--- config.mk ---
export PLATFORM = sky130hd
export DESIGN_NAME = mem_region_guard
export DESIGN_NICKNAME = d
export VERILOG_FILES = /design/src/rtl/mrg_pkg.sv /design/src/rtl/mrg_decode.sv /design/src/rtl/mrg_rules.sv /design/src/rtl/mrg_resp.sv /design/src/rtl/mem_region_guard.sv
export SDC_FILE = /design/constraint.sdc
export NUM_CORES = 1
export LEC_CHECK = 0
export ABC_CLOCK_PERIOD_IN_PS = 2340
export CAP_MARGIN = 10
export CORE_AREA = 2 2 45 47
export DETAILED_ROUTE_END_ITERATION = 10
export DIE_AREA = 0 0 47 49
export GPL_TIMING_DRIVEN = 0
export PLACE_DENSITY = 0.88
export SYNTH_ARGS = -nofsm -noshare
export SYNTH_HDL_FRONTEND = slang
export SYNTH_SLANG_ARGS = --single-unit
--- constraint.sdc ---
create_clock -name clk -period 2.34 [get_ports clk]
set_input_delay 0.585 -clock clk [delete_from_list [all_inputs] [get_ports clk]]
set_output_delay 0.585 -clock clk [all_outputs]
set_load 0.05 [all_outputs]
--- src/rtl/mrg_pkg.sv ---
package mrg_pkg;

    localparam int ADDR_W    = 32;
    localparam int N_REG     = 12;
    localparam int N_TGT     = 5;
    localparam int REG_IDX_W = $clog2(N_REG);

    typedef enum logic [2:0] {
        TGT_CPU_RAM   = 3'd0,
        TGT_FLASH_RD  = 3'd1,
        TGT_LMEM      = 3'd2,
        TGT_TRACE_RAM = 3'd3,
        TGT_FLASH_CMD = 3'd4
    } tgt_e;

    typedef enum logic [1:0] {
        SZ_BYTE  = 2'd0,
        SZ_HALF  = 2'd1,
        SZ_WORD  = 2'd2,
        SZ_DWORD = 2'd3
    } size_e;

    typedef struct packed {
        logic [31:0] base;
        logic [5:0]  span_log2;
        tgt_e        tgt;
        logic        cacheable;
        logic        flash;
        logic        dc_lock;
        logic        pc_lock;
        logic        tag_only;
        logic        dbg_only;
    } region_t;

    // Window indices used by the checker
    localparam int RID_DCACHE = 2;
    localparam int RID_DTAG   = 3;
    localparam int RID_PCACHE = 4;
    localparam int RID_PTAG   = 5;
    localparam int RID_TRACE  = 11;

    function automatic region_t region_entry(input int idx);
        region_t e;
        e = '0;
        e.tgt = TGT_CPU_RAM;
        case (idx)
            0:  begin e.base = 32'h7000_0000; e.span_log2 = 6'd16; end
            1:  begin e.base = 32'h7010_0000; e.span_log2 = 6'd16; end
            2:  begin e.base = 32'h7020_0000; e.span_log2 = 6'd14; e.dc_lock = 1'b1; end
            3:  begin e.base = 32'h7030_0000; e.span_log2 = 6'd12; e.dc_lock = 1'b1;
                      e.tag_only = 1'b1; end
            4:  begin e.base = 32'h7040_0000; e.span_log2 = 6'd14; e.pc_lock = 1'b1; end
            5:  begin e.base = 32'h7050_0000; e.span_log2 = 6'd12; e.pc_lock = 1'b1;
                      e.tag_only = 1'b1; end
            6:  begin e.base = 32'h8000_0000; e.span_log2 = 6'd24; e.tgt = TGT_FLASH_RD;
                      e.flash = 1'b1; e.cacheable = 1'b1; end
            7:  begin e.base = 32'hA000_0000; e.span_log2 = 6'd24; e.tgt = TGT_FLASH_RD;
                      e.flash = 1'b1; end
            8:  begin e.base = 32'hAF00_0000; e.span_log2 = 6'd24; e.tgt = TGT_FLASH_RD;
                      e.flash = 1'b1; end
            9:  begin e.base = 32'h9000_0000; e.span_log2 = 6'd20; e.tgt = TGT_LMEM;
                      e.cacheable = 1'b1; end
            10: begin e.base = 32'hB000_0000; e.span_log2 = 6'd20; e.tgt = TGT_LMEM; end
            11: begin e.base = 32'hF000_0000; e.span_log2 = 6'd12; e.tgt = TGT_TRACE_RAM;
                      e.dbg_only = 1'b1; end
            default: e = '0;
        endcase
        return e;
    endfunction

    function automatic logic misaligned(input logic [2:0] lo, input size_e sz);
        case (sz)
            SZ_BYTE: return 1'b0;
            SZ_HALF: return lo[0];
            SZ_WORD: return |lo[1:0];
            default: return |lo;
        endcase
    endfunction

endpackage

--- src/rtl/mrg_decode.sv ---
module mrg_decode
    import mrg_pkg::*;
#(
    parameter int AW = ADDR_W,
    parameter int NR = N_REG
) (
    input  logic [AW-1:0]          addr,
    output logic                   hit,
    output logic [$clog2(NR)-1:0]  idx,
    output region_t                attr
);
    localparam int IW = $clog2(NR);

    logic [NR-1:0] match;

    for (genvar g = 0; g < NR; g++) begin : g_win
        localparam region_t ENT = region_entry(g);
        logic [AW-1:0] mask;
        assign mask     = {AW{1'b1}} << ENT.span_log2;
        assign match[g] = ((addr ^ ENT.base[AW-1:0]) & mask) == '0;
    end

    // Lowest index wins if windows ever overlap
    always_comb begin
        hit = |match;
        idx = '0;
        for (int i = NR - 1; i >= 0; i--) begin
            if (match[i]) idx = IW'(i);
        end
        attr = region_entry(int'(idx));
    end

endmodule

--- src/rtl/mrg_rules.sv ---
module mrg_rules
    import mrg_pkg::*;
#(
    parameter int NT = N_TGT
) (
    input  logic          req_valid,
    input  logic [2:0]    addr_lo,
    input  size_e         size,
    input  logic          burst,
    input  logic          write,
    input  logic          dcache_en,
    input  logic          pcache_en,
    input  logic          dbg_en,
    input  logic          hit,
    input  region_t       attr,
    output logic          allow,
    output logic [NT-1:0] sel,
    output logic          cacheable
);
    logic reject;
    tgt_e route;

    always_comb begin
        reject = !hit
              || misaligned(addr_lo, size)
              || (attr.dc_lock  && dcache_en)
              || (attr.pc_lock  && pcache_en)
              || (attr.tag_only && (burst || (addr_lo != 3'b000)))
              || (attr.dbg_only && !dbg_en);
        allow     = req_valid && !reject;
        route     = (attr.flash && write) ? TGT_FLASH_CMD : attr.tgt;
        sel       = allow ? (NT'(1) << route) : '0;
        cacheable = allow && attr.cacheable;
    end

endmodule

--- src/rtl/mrg_resp.sv ---
module mrg_resp (
    input  logic clk,
    input  logic rst,
    input  logic req_valid,
    input  logic allow,
    output logic err
);
    always_ff @(posedge clk) begin
        if (rst) err <= 1'b0;
        else     err <= req_valid && !allow;
    end
endmodule

--- src/rtl/mem_region_guard.sv ---
module mem_region_guard
    import mrg_pkg::*;
#(
    parameter int AW = ADDR_W,
    parameter int NT = N_TGT
) (
    input  logic          clk,
    input  logic          rst,
    input  logic          req_valid,
    input  logic [AW-1:0] req_addr,
    input  logic [1:0]    req_size,
    input  logic          req_burst,
    input  logic          req_write,
    input  logic          dcache_en,
    input  logic          pcache_en,
    input  logic          dbg_en,
    output logic [NT-1:0] tgt_sel,
    output logic          pass,
    output logic          cacheable,
    output logic          err_resp
);
    logic                 hit;
    logic [REG_IDX_W-1:0] hit_idx;
    region_t              attr;

    mrg_decode #(.AW(AW), .NR(N_REG)) u_decode (
        .addr (req_addr),
        .hit  (hit),
        .idx  (hit_idx),
        .attr (attr)
    );

    mrg_rules #(.NT(NT)) u_rules (
        .req_valid (req_valid),
        .addr_lo   (req_addr[2:0]),
        .size      (size_e'(req_size)),
        .burst     (req_burst),
        .write     (req_write),
        .dcache_en (dcache_en),
        .pcache_en (pcache_en),
        .dbg_en    (dbg_en),
        .hit       (hit),
        .attr      (attr),
        .allow     (pass),
        .sel       (tgt_sel),
        .cacheable (cacheable)
    );

    mrg_resp u_resp (
        .clk       (clk),
        .rst       (rst),
        .req_valid (req_valid),
        .allow     (pass),
        .err       (err_resp)
    );

endmodule

Word level (Yosys, flattened, before mapping) --
Index checks and enable logic that the tools add are counted.
Word-level totals: register bits after elaboration 1, bits of input ports 42, output and inout bits 8, logic and storage cells 89
Cells by class: mux-type cells 22, equality and inequality tests 12, bitwise operators 12, shift operators 1, reductions and logical operators 41
Operators by type and width (count):
- 32-bit zero test | 12
- 4-bit two-way mux | 12
- 4-bit by 3-bit equality test with 1-bit output (second input constant) | 4
- 4-bit equality test (second input constant) | 4
- 4-bit NOT | 4
- 12-bit OR reduction | 1
- 2-bit OR reduction | 6
- 5-bit NOT | 2
- 4-bit by 2-bit equality test with 1-bit output (second input constant) | 2
- 1-bit logical AND | 8
- 1-bit logical OR | 6
- 1-bit two-way mux | 6
- 3-bit NOT | 2
- 6-bit NOT | 1
- 2-bit case mux with 3 select lines | 1
- 3-bit OR reduction | 2
- 5-bit two-way mux | 1
- 1-bit by 3-bit << shifter with 5-bit output (first input constant) | 1
- 1-bit zero test | 4
- 2-bit NOT | 2
- 3-bit two-way mux | 1
- 1-bit case mux with 3 select lines | 1
- 3-bit nonzero test | 1
- 2-bit by 1-bit equality test with 1-bit output (second input constant) | 1
- 3 further kinds | 3

Depth between registers and ports, before layout --
Gate-level depths: netlist of the first run.
depth after elaboration 26, gate-level depth with buffers 6, gate-level depth less buffers 5

By module --
Synthesis of the first run repeated with hierarchy kept, for this count alone.
Unflattened totals: cell total of the unflattened synthesis 123, area total of the unflattened synthesis 887.1 um^2
By module, submodules not included:
- mrg_decode | cells each 95, area an instance 681.9 um^2, seq. area each 0.0 um^2, instances 1
- mrg_rules | cells each 26, area an instance 172.7 um^2, seq. area each 0.0 um^2, instances 1
- mrg_resp | cells each 2, area an instance 32.5 um^2, seq. area each 20.0 um^2, instances 1

Least setup slack after synthesis of the first run --
Ideal clock, no wire load.
path type input to output, from input port req_addr[29], to output port tgt_sel[0], path slack -1.291 ns, data arrival time 3.046 ns, data required time 1.755 ns, stages on the path 5, path buffers 0, cells stage by stage and4b_1 nand4b_1 nor4_1 a211o_2 nor4b_1
On the way: longest elaborated chain between the ends 25, elaborated cells between the ends (all ways) 72, classes of those cells 10 x eq/ne; 1 x shift; 20 x mux; 10 x bitwise; 31 x reduce/logical
Ends and longest elaborated chain:
- start: declaration | line mem_region_guard.sv:10 | input logic [AW-1:0] req_addr,
- 4-bit NOT (no line)
- 32-bit zero test | line mrg_decode.sv:20 | assign match[g] = ((addr ^ ENT.base[AW-1:0]) & mask) == '0;
- 4-bit two-way mux (12 in series) | line mrg_decode.sv:28 | if (match[i]) idx = IW'(i);
- 4-bit by 2-bit equality test with 1-bit output
- 2-bit OR reduction (no line)
- 1-bit two-way mux | line mrg_pkg.sv:46 | case (idx)
- 1-bit logical AND | line mrg_rules.sv:26 | || (attr.dc_lock && dcache_en)
- 1-bit logical OR | line mrg_rules.sv:26
- 1-bit logical OR | line mrg_rules.sv:27 | || (attr.pc_lock && pcache_en)
- 1-bit logical OR | line mrg_rules.sv:28 | || (attr.tag_only && (burst || (addr_lo != 3'b000)))
- 1-bit logical OR | line mrg_rules.sv:29 | || (attr.dbg_only && !dbg_en);
- 1-bit zero test | line mrg_rules.sv:30 | allow = req_valid && !reject;
- 1-bit logical AND | line mrg_rules.sv:30
- 5-bit two-way mux * | line mrg_rules.sv:32 | sel = allow ? (NT'(1) << route) : '0;
- end: declaration | line mem_region_guard.sv:17 | output logic [NT-1:0] tgt_sel,
Every way passes the cells marked *; elsewhere a longest branch is shown, timed or not.

Final worst setup path of the first run --
from input port req_addr[18], to output port cacheable
On the way: longest elaborated chain between the ends 24, elaborated cells between the ends (all ways) 49, classes of those cells 7 x eq/ne; 17 x mux; 25 x reduce/logical
Ends and longest elaborated chain:
- 32-bit zero test | line mrg_decode.sv:20
- 4-bit two-way mux (12 in series) | line mrg_decode.sv:28
- 4-bit by 2-bit equality test with 1-bit output
- 2-bit OR reduction (no line)
- 1-bit two-way mux | line mrg_pkg.sv:46
- 1-bit logical AND | line mrg_rules.sv:26
- 1-bit logical OR | line mrg_rules.sv:26
- 1-bit logical OR | line mrg_rules.sv:27
- 1-bit logical OR | line mrg_rules.sv:28
- 1-bit logical OR | line mrg_rules.sv:29
- 1-bit zero test | line mrg_rules.sv:30
- 1-bit logical AND | line mrg_rules.sv:30
- 1-bit logical AND * | line mrg_rules.sv:33 | cacheable = allow && attr.cacheable;
- end: declaration | line mem_region_guard.sv:19 | output logic cacheable,
Marked as above.

==> results of run 1 <==
## cell families after synthesis
group | Yosys count | synth area share, %
AND/OR/NAND/NOR | 42 | 58.9
AO/OA/AOI/OAI | 17 | 28.5
buffers and inverters | 7 | 6.80
XOR/XNOR | 1 | 1.76
flip-flops | 1 | 4.03
## layout by cell type (no fill, tap or decap), drive strengths merged, types with 3 or more instances in the layout
| master | count |
|---|---|
| a21oi | 4 |
| clkdlybuf4s15 | 6 |
| buf | 28 |
| nor4b | 4 |
| nor3 | 4 |
| nand2 | 3 |
| dlygate4sd2 | 7 |
| clkdlybuf4s50 | 7 |
| nand3 | 4 |
| nand4 | 4 |
| inv | 6 |
| nor2 | 6 |
| nor4 | 10 |
## worst min path at each step
stage | slack [ns] | to | from
5_1_grt | 1.25 | u_resp.err | rst
3_5_place_dp | 1.24 | u_resp.err | rst
2_1_floorplan | 0.72 | u_resp.err | req_valid
3_3_place_gp | 1.21 | u_resp.err | rst
4_1_cts | 1.24 | u_resp.err | rst
6_report | 1.23 | u_resp.err | rst
## final cells by class
cell class	instances	area (um^2)	area share, %
Inverter	6	22.5	1.93
Timing Repair Buffer	47	423	36.1
Tap cell	27	33.8	2.89
Sequential cell	1	20.0	1.71
Multi-Input combinational cell	60	659	56.4
Buffer	1	11.3	0.963
## critical path: stages
cell	delay, ns
buf_6	0.10
nor4_4	0.32
buf_4	0.18
nand4_1	0.17
a2111oi_4	0.26
o22a_4	0.34
nor4_4	0.08
buf_6	0.17
## layer usage
metal / track usage, % / vias up
met4: 3.70 / 0
met1: 21.7 / 384
met2: 34.9 / 35
met5: 0 / -
li1: - / 378
met3: 2.59 / 2
## per-stage QoR
stage,setup WS [ns],setup TNS (ns),std cells
finish,-0.459,-3.11,142
global route,-0.562,-3.80,142
CTS,-0.423,-2.91,142
detailed placement,-1.50,-10.71,134
global placement,-1.47,-10.36,134
floorplan,-0.405,-2.33,68
## where the power goes
| part | internal, mW | total (mW) | switching (mW) |
|---|---|---|---|
| logic | 0.0608 | 0.127 | 0.0666 |
| clock network | 0 | 0 | 0 |
| registers | 0.0183 | 0.0187 | 0.000305 |
## timing repair
action	CTS	global route
endpoints found under the setup margin	8	7
gates resized for setup	143	0
buffers inserted	8	0
pin swaps	25	4
==> flow_metrics.env, run 1 <==
export IMPL_worst_pin_slew_ns=0.593
export IMPL_drt_iter0_drc=9
export IMPL_gp_congestion=0.819
export IMPL_powerDensity_nw_per_um2=125
export IMPL_rows=16
export IMPL_holdPathStages=3
export IMPL_layout_drive_gt1_share_pct=51.3
export IMPL_regMostFlops="u_resp.err"
export IMPL_vias_per_cell=5.63
export IMPL_finalWorstSetupSlack_ns=-0.459
export IMPL_fin_util_pct=63.5
export IMPL_startpoint="req_addr[18]"
export IMPL_drc=0
export IMPL_wl_met1_um=766
export IMPL_ir_drop_v=0.000144
export IMPL_synth_seq_cells=1
export IMPL_wl_met3_um=126
export IMPL_post_dp_hpwl_um=1500
export IMPL_yosysMostFrequentCell="nor4_1"
export IMPL_yosys_top_cells_area="nor4_1 (8.8%), nor4_4 (8.6%), nor4b_1 (5.3%), nand4_1 (5.0%), inv_1 (4.5%)"
export IMPL_diodes=0
export IMPL_die_h_um=49
export IMPL_largest_registers="u_resp.err x1"
export IMPL_setup_viol=7
export IMPL_grt_antenna_before_repair=0
export IMPL_fin_crit_sh_pct=120
export IMPL_grt_overflow=0
export IMPL_hold_viol_final=0
export IMPL_critPathKind="in2out"
export IMPL_cts_hold_buf=0
export IMPL_drt_wl_total_um=2070
export IMPL_drtPass1Iterations=4
export IMPL_grt_total_usage_pct=18.8
export IMPL_worst_hold_path_type="in2reg"
export IMPL_syn_area_per_cell_um2=7.30
export IMPL_cp_end_kind="primary output"
export IMPL_grt_pass1_wl_um=3430
export IMPL_crit_fanout=8
export IMPL_dr_wl_met2_um=1150
export IMPL_io_pins=50
export IMPL_grt_max_degree=9
export IMPL_violations="setup timing"
export IMPL_critPathLaunchType="input pin"
export IMPL_crit_required_ns=1.75
export IMPL_num_fill_cells=162
export IMPL_grt_pass1_vias=811
export IMPL_synth_commonest_cells="nor4_1 (7), inv_1 (6), nor2_1 (6)"
export IMPL_fin_nets=159
export IMPL_synth_main_ff_cell="dfxtp_1"
export IMPL_seq_area_frac_synth_pct=4.03
export IMPL_outcome="finished with violations"
export IMPL_synth_warnings=0
export IMPL_die_x_um=47
export IMPL_critPathCapture="cacheable"
export IMPL_via_count=799
export IMPL_numPortBuffers=39
export IMPL_rsz0062_at_grt="true"
export IMPL_synth_cell_types=32
export IMPL_dieArea_um2=2300
export IMPL_clk_pin_slew_ns=0
export IMPL_dpl_cell_area_um2=1030
export IMPL_antenna_left=0
export IMPL_maxSlewViolCount=0
export IMPL_async_flop_share_pct=0
export IMPL_max_clock_freq_ghz=0.357
export IMPL_core_area_um2=1840
export IMPL_p_leak_nw=0.383
export IMPL_syn_to_final_growth_pct=136
export IMPL_fin_crit_ns=2.80
export IMPL_max_slew_margin_pct=60.2
export IMPL_highest_layer="met4"
export IMPL_worstPathArrival_ns=2.21
export IMPL_start_util_pct=27.0
export IMPL_synth_top_cell_by_area="nor4_1"
export IMPL_holdWs_ns=1.23
export IMPL_netlist_area_leader_share_pct=8.82
export IMPL_syn_num_nets=110
export IMPL_wl_per_cell_um=14.6
export IMPL_max_cap_violations=0
export IMPL_netlist_area_um2=497
export IMPL_stdcell_area_um2=1170
export IMPL_synth_edff_count=0
export IMPL_total_power_mw=0.146
export IMPL_largest_reg_flops=1
export IMPL_syn_instance_count=68
Power figures use the tool's default switching activity.
==> run 2, diff against run 1 <==
- ABC_CLOCK_PERIOD_IN_PS: 2340 -> 2900
- CORE_AREA: 2 2 45 47 -> 5 5 48 50
- DIE_AREA: 0 0 47 49 -> 0 0 53 55
- clock period: 2.34 -> 2.9 ns (I/O delays scaled with it)
==> run 2 against run 1 <==
Compared with the run above: the flow still finishes with violations (setup timing); final area is 16% higher; critical path depth is 2 higher; first-iteration DRC count is 33% higher; sequential share of layout area is 0.24 points lower; worst hold slack better by 0.13 ns; combinational power hardly changed; flip-flop and latch count stayed put; via count is 8.1% higher; setup slack better by 0.17 ns; critical path type unchanged; largest cell class unchanged.
==> flow_metrics.env, run 2 (synthesized netlist as in run 1, its figures left out) <==
export IMPL_max_clock_freq_ghz=0.313
export IMPL_critPathLaunchType="input pin"
export IMPL_io_pins=50
export IMPL_holdWs_ns=1.35
export IMPL_pwr_share_comb_pct=89.5
export IMPL_fin_crit_ns=3.19
export IMPL_largest_registers="u_resp.err x1"
export IMPL_vias_per_cell=5.43
export IMPL_start_util_pct=26.7
export IMPL_fin_nets=176
export IMPL_die_h_um=55
export IMPL_drc=0
export IMPL_clk_pin_slew_ns=0
export IMPL_crit_buf_inv=5
export IMPL_num_fill_cells=133
export IMPL_worst_pin_slew_ns=0.626
export IMPL_violations="setup timing"
export IMPL_hold_viol_final=0
export IMPL_maxSlewViolCount=0
export IMPL_total_power_mw=0.143
export IMPL_outcome="finished with violations"
export IMPL_powerDensity_nw_per_um2=105
export IMPL_layout_commonest_cell="buf_6"
export IMPL_setup_viol=7
export IMPL_rsz0062_at_grt="true"
export IMPL_numPortBuffers=39
export IMPL_cp_end_kind="primary output"
export IMPL_cp_depth=10
export IMPL_grt_overflow=0
export IMPL_via_count=864
export IMPL_critPathCapture="tgt_sel[1]"
export IMPL_wl_per_cell_um=17.1
export IMPL_die_x_um=53
export IMPL_cpMostUsedCell="buf_4"
export IMPL_crit_required_ns=2.17
export IMPL_stdcell_area_um2=1360
export IMPL_post_place_cells=134
export IMPL_holdPathStages=3
export IMPL_crit_chain="buf_6 -> nor4_4 -> buf_4 -> a31oi_1 -> nor4b_2 -> buf_4 -> buf_4 -> nand3b_1 -> nor3_4 -> buf_6"
export IMPL_fin_crit_sh_pct=110
export IMPL_largest_reg_flops=1
export IMPL_max_cap_violations=0
export IMPL_cts_hold_buf=0
export IMPL_p_int_mw=0.0805
export IMPL_drt_wl_total_um=2720
export IMPL_cpPeakStageDelay_ns=0.42
export IMPL_p_seq_share_pct=10.5
export IMPL_p_leak_nw=0.494
export IMPL_dieArea_um2=2920
export IMPL_syn_to_final_growth_pct=174
export IMPL_place_ws_ns=-1.21
export IMPL_grt_total_usage_pct=17.8
export IMPL_diodes=0
export IMPL_regMostFlops="u_resp.err"
export IMPL_startpoint="req_addr[25]"
export IMPL_ir_drop_v=0.0000968
export IMPL_worstPathArrival_ns=2.47
export IMPL_worst_hold_path_type="in2reg"
export IMPL_grt_pass1_wl_um=4030
export IMPL_grt_antenna_before_repair=0
export IMPL_final_cell_mix="buf_6 (21), buf_4 (15), nor4_4 (8), clkdlybuf4s50_1 (7), nor2_1 (6)"
export IMPL_post_dp_hpwl_um=1680
export IMPL_grt_max_degree=9
export IMPL_crit_fanout=6
export IMPL_core_area_um2=1860
export IMPL_power_switching_mw=0.0621
export IMPL_drt_iter0_drc=12
export IMPL_layout_drive_gt1_share_pct=59.8
export IMPL_dpl_cell_area_um2=1030
export IMPL_cpLargestDelayFamily="simple AND/OR/NAND/NOR gates"
export IMPL_cpMaxStageDelayCell="nor4_4"
export IMPL_drtPass1Iterations=4
export IMPL_critPathKind="in2out"
export IMPL_clock_power_share_pct=0
export IMPL_antenna_left=0
export IMPL_grt_pass1_vias=909
export IMPL_stdcell_count=159
export IMPL_max_slew_margin_pct=58.0
export IMPL_switching_share_pct=43.6
export IMPL_finalWorstSetupSlack_ns=-0.291
export IMPL_rows=16
export IMPL_gp_congestion=0.785
-- run 2: power groups by stage --
stage	Combinational, mW	Sequential (mW)	Clock, mW
after floorplan	0.0333	0.0177	0
after global placement	0.0942	0.0150	0
after detailed placement	0.0970	0.0150	0
after CTS	0.117	0.0150	0
after global routing	0.135	0.0151	0
final	0.128	0.0150	0
-- run 2: through the flow --
stage / TNS (ns) / util, %
global route: -2.20 / 73.1
floorplan: -0.518 / -
finish: -1.75 / 73.1
detailed placement: -8.33 / 55.3
CTS: -1.31 / 68.5
global placement: -8.13 / 55.3
-- run 2: final cells by class --
cell class,instances,area (um^2),area share (%)
Multi-Input combinational cell,60,667,49.0
Timing Repair Buffer,64,606,44.5
Tap cell,27,33.8,2.48
Inverter,6,22.5,1.66
Sequential cell,1,20.0,1.47
Buffer,1,11.3,0.828
-- run 2: repair_timing --
| item | 4_1_cts | 5_1_grt |
|---|---|---|
| setup endpoints to repair | 7 | 7 |
| setup buffers | 20 | 5 |
| pin swaps | 20 | 22 |
| gates resized for setup | 130 | 30 |
-- run 2: metal layers --
metal | up-vias | track usage, % | share of wire, %
met5 | - | 0 | 0
met4 | 0 | 0.851 | 0.48
met3 | 2 | 2.14 | 6.4
met2 | 36 | 39.0 | 58
met1 | 412 | 18.4 | 35
li1 | 414 | - | -
-- run 2: how the worst min path moves through the flow --
stage	from	endpoint
detailed placement	rst	u_resp.err
floorplan	req_valid	u_resp.err
global route	rst	u_resp.err
finish	rst	u_resp.err
global placement	rst	u_resp.err
CTS	rst	u_resp.err
==> run 3, diff against run 2 <==
- ABC_AREA: unset -> 1
- CORE_AREA: 5 5 48 50 -> 5 5 58 60
- DIE_AREA: 0 0 53 55 -> 0 0 63 65
- PLACE_DENSITY: 0.88 -> 0.9
- SKIP_LAST_GASP: unset -> 1
- SYNTH_HIERARCHICAL: unset -> 1
==> run 3 against run 2 <==
Compared with the run above: the run still ends with setup timing left; sequential power about the same; wire length is 19% lower; largest power group unchanged; highest routed layer is now met3; setup slack better by 0.086 ns; fmax grew 2.8%; flip-flop and latch count unchanged; synthesized area is 52% higher; final cell count up 40%.
==> flow_metrics.env, run 3 <==
export IMPL_outcome="finished with violations"
export IMPL_violations="setup timing"
export IMPL_grt_overflow=0
export IMPL_layout_commonest_cell="nand2_1"
export IMPL_dieArea_um2=4100
export IMPL_cpMostUsedCell="nor2_4"
export IMPL_cp_depth=17
export IMPL_place_ws_ns=-1.34
export IMPL_crit_fanout=7
export IMPL_grt_max_degree=8
export IMPL_cp_end_kind="primary output"
export IMPL_via_count=951
export IMPL_wl_per_cell_um=9.86
export IMPL_cpLargestDelayFamily="simple AND/OR/NAND/NOR gates"
export IMPL_drtPass1Iterations=2
export IMPL_vias_per_cell=4.26
export IMPL_cpMaxStageDelayCell="nand3_4"
export IMPL_maxSlewViolCount=0
export IMPL_critPathCapture="cacheable"
export IMPL_regMostFlops="u_resp/err"
export IMPL_core_area_um2=2880
export IMPL_holdWs_ns=1.28
export IMPL_die_x_um=63
export IMPL_startpoint="req_addr[27]"
export IMPL_syn_num_nets=181
export IMPL_post_dp_hpwl_um=1790
export IMPL_p_leak_nw=0.691
export IMPL_layout_drive_gt1_share_pct=53.7
export IMPL_synth_warnings=6
export IMPL_drc=0
export IMPL_crit_chain="buf_6 -> nor2_4 -> nand2_4 -> nor2_4 -> nand2_2 -> clkinv_2 -> nand3_4 -> nand2_4 -> inv_2 -> nand4_1 -> nand2_1 -> inv_1 -> nand2_1 -> nor2_2 -> nand3_4 -> nor2_4 -> buf_8"
export IMPL_rows=20
export IMPL_final_cell_mix="nand2_1 (29), nor2_4 (21), inv_1 (20), clkdlybuf4s50_1 (13), buf_6 (13)"
export IMPL_grt_total_usage_pct=10.4
export IMPL_worst_hold_path_type="in2reg"
export IMPL_powerDensity_nw_per_um2=88.1
export IMPL_worstPathArrival_ns=2.38
export IMPL_crit_buf_inv=5
export IMPL_syn_to_final_growth_pct=88.9
export IMPL_io_pins=50
export IMPL_largest_reg_flops=1
export IMPL_die_h_um=65
export IMPL_stdcell_area_um2=1430
export IMPL_tns_ns=-1.28
export IMPL_largest_registers="u_resp/err x1"
export IMPL_fin_util_pct=49.5
export IMPL_start_util_pct=26.2
export IMPL_netlist_area_um2=754
export IMPL_fin_nets=234
export IMPL_cpPeakStageDelay_ns=0.21
export IMPL_crit_required_ns=2.17
export IMPL_fin_crit_sh_pct=107
export IMPL_setup_viol=7
export IMPL_critPathKind="in2out"
export IMPL_num_fill_cells=306
export IMPL_grt_pass1_wl_um=3680
export IMPL_grt_pass1_vias=935
export IMPL_critPathLaunchType="input pin"
export IMPL_cts_hold_buf=0
export IMPL_numPortBuffers=40
export IMPL_syn_instance_count=139
export IMPL_ir_drop_v=0.0000852
export IMPL_max_cap_violations=0
export IMPL_finalWorstSetupSlack_ns=-0.205
export IMPL_hold_viol_final=0
export IMPL_antenna_left=0
export IMPL_fin_crit_ns=3.11
export IMPL_rsz0062_at_grt="true"
export IMPL_clk_pin_slew_ns=0
export IMPL_diodes=0
export IMPL_dpl_cell_area_um2=1270
export IMPL_max_clock_freq_ghz=0.322
export IMPL_drt_iter0_drc=19
export IMPL_syn_area_per_cell_um2=5.43
export IMPL_drt_wl_total_um=2200
export IMPL_grt_antenna_before_repair=0
export IMPL_gp_congestion=0.878
==> run 3: timing repair <==
item	4_1_cts	5_1_grt
endpoints found under the setup margin	8	7
buffers inserted	11	0
pin swaps	35	18
resized for setup	152	9
==> run 3: area by class of cell <==
type / count / area, um^2 / share of cell area [%]
multi-input cells: 107 / 797 / 55.9
repair buffers: 51 / 442 / 31.0
inverters: 30 / 118 / 8.25
well taps: 33 / 41.3 / 2.90
flip-flops and latches: 1 / 20.0 / 1.40
plain buffers: 1 / 7.51 / 0.527
==> run 3: worst min-delay path by stage <==
stage               start          to  slack (ns)  depth (start not counted)
global placement      rst  u_resp/err        1.26                          2
CTS                   rst  u_resp/err        1.29                          2
global route          rst  u_resp/err        1.32                          2
finish                rst  u_resp/err        1.28                          2
floorplan             rst  u_resp/err        0.79                          1
detailed placement    rst  u_resp/err        1.29                          2
==> run 3: per-layer routing <==
metal | global-route usage (%) | wire, um | part of all wire (%)
met5 | 0 | 0 | 0
met4 | 1.06 | 0 | 0
met3 | 0.867 | 145 | 6.6
met2 | 21.2 | 1150 | 52
met1 | 11.9 | 902 | 41
==> run 3: power by group <==
part	total, mW	switching [mW]	internal, mW
logic	0.111	0.0559	0.0547
clock network	0	0	0
registers	0.0150	0.000184	0.0148
==> run 3: metrics by stage <==
step           power [mW]  instances
2_1_floorplan      0.0533        139
3_3_place_gp        0.109        212
3_5_place_dp        0.111        212
4_1_cts             0.121        223
5_1_grt             0.134        223
6_report            0.126        223
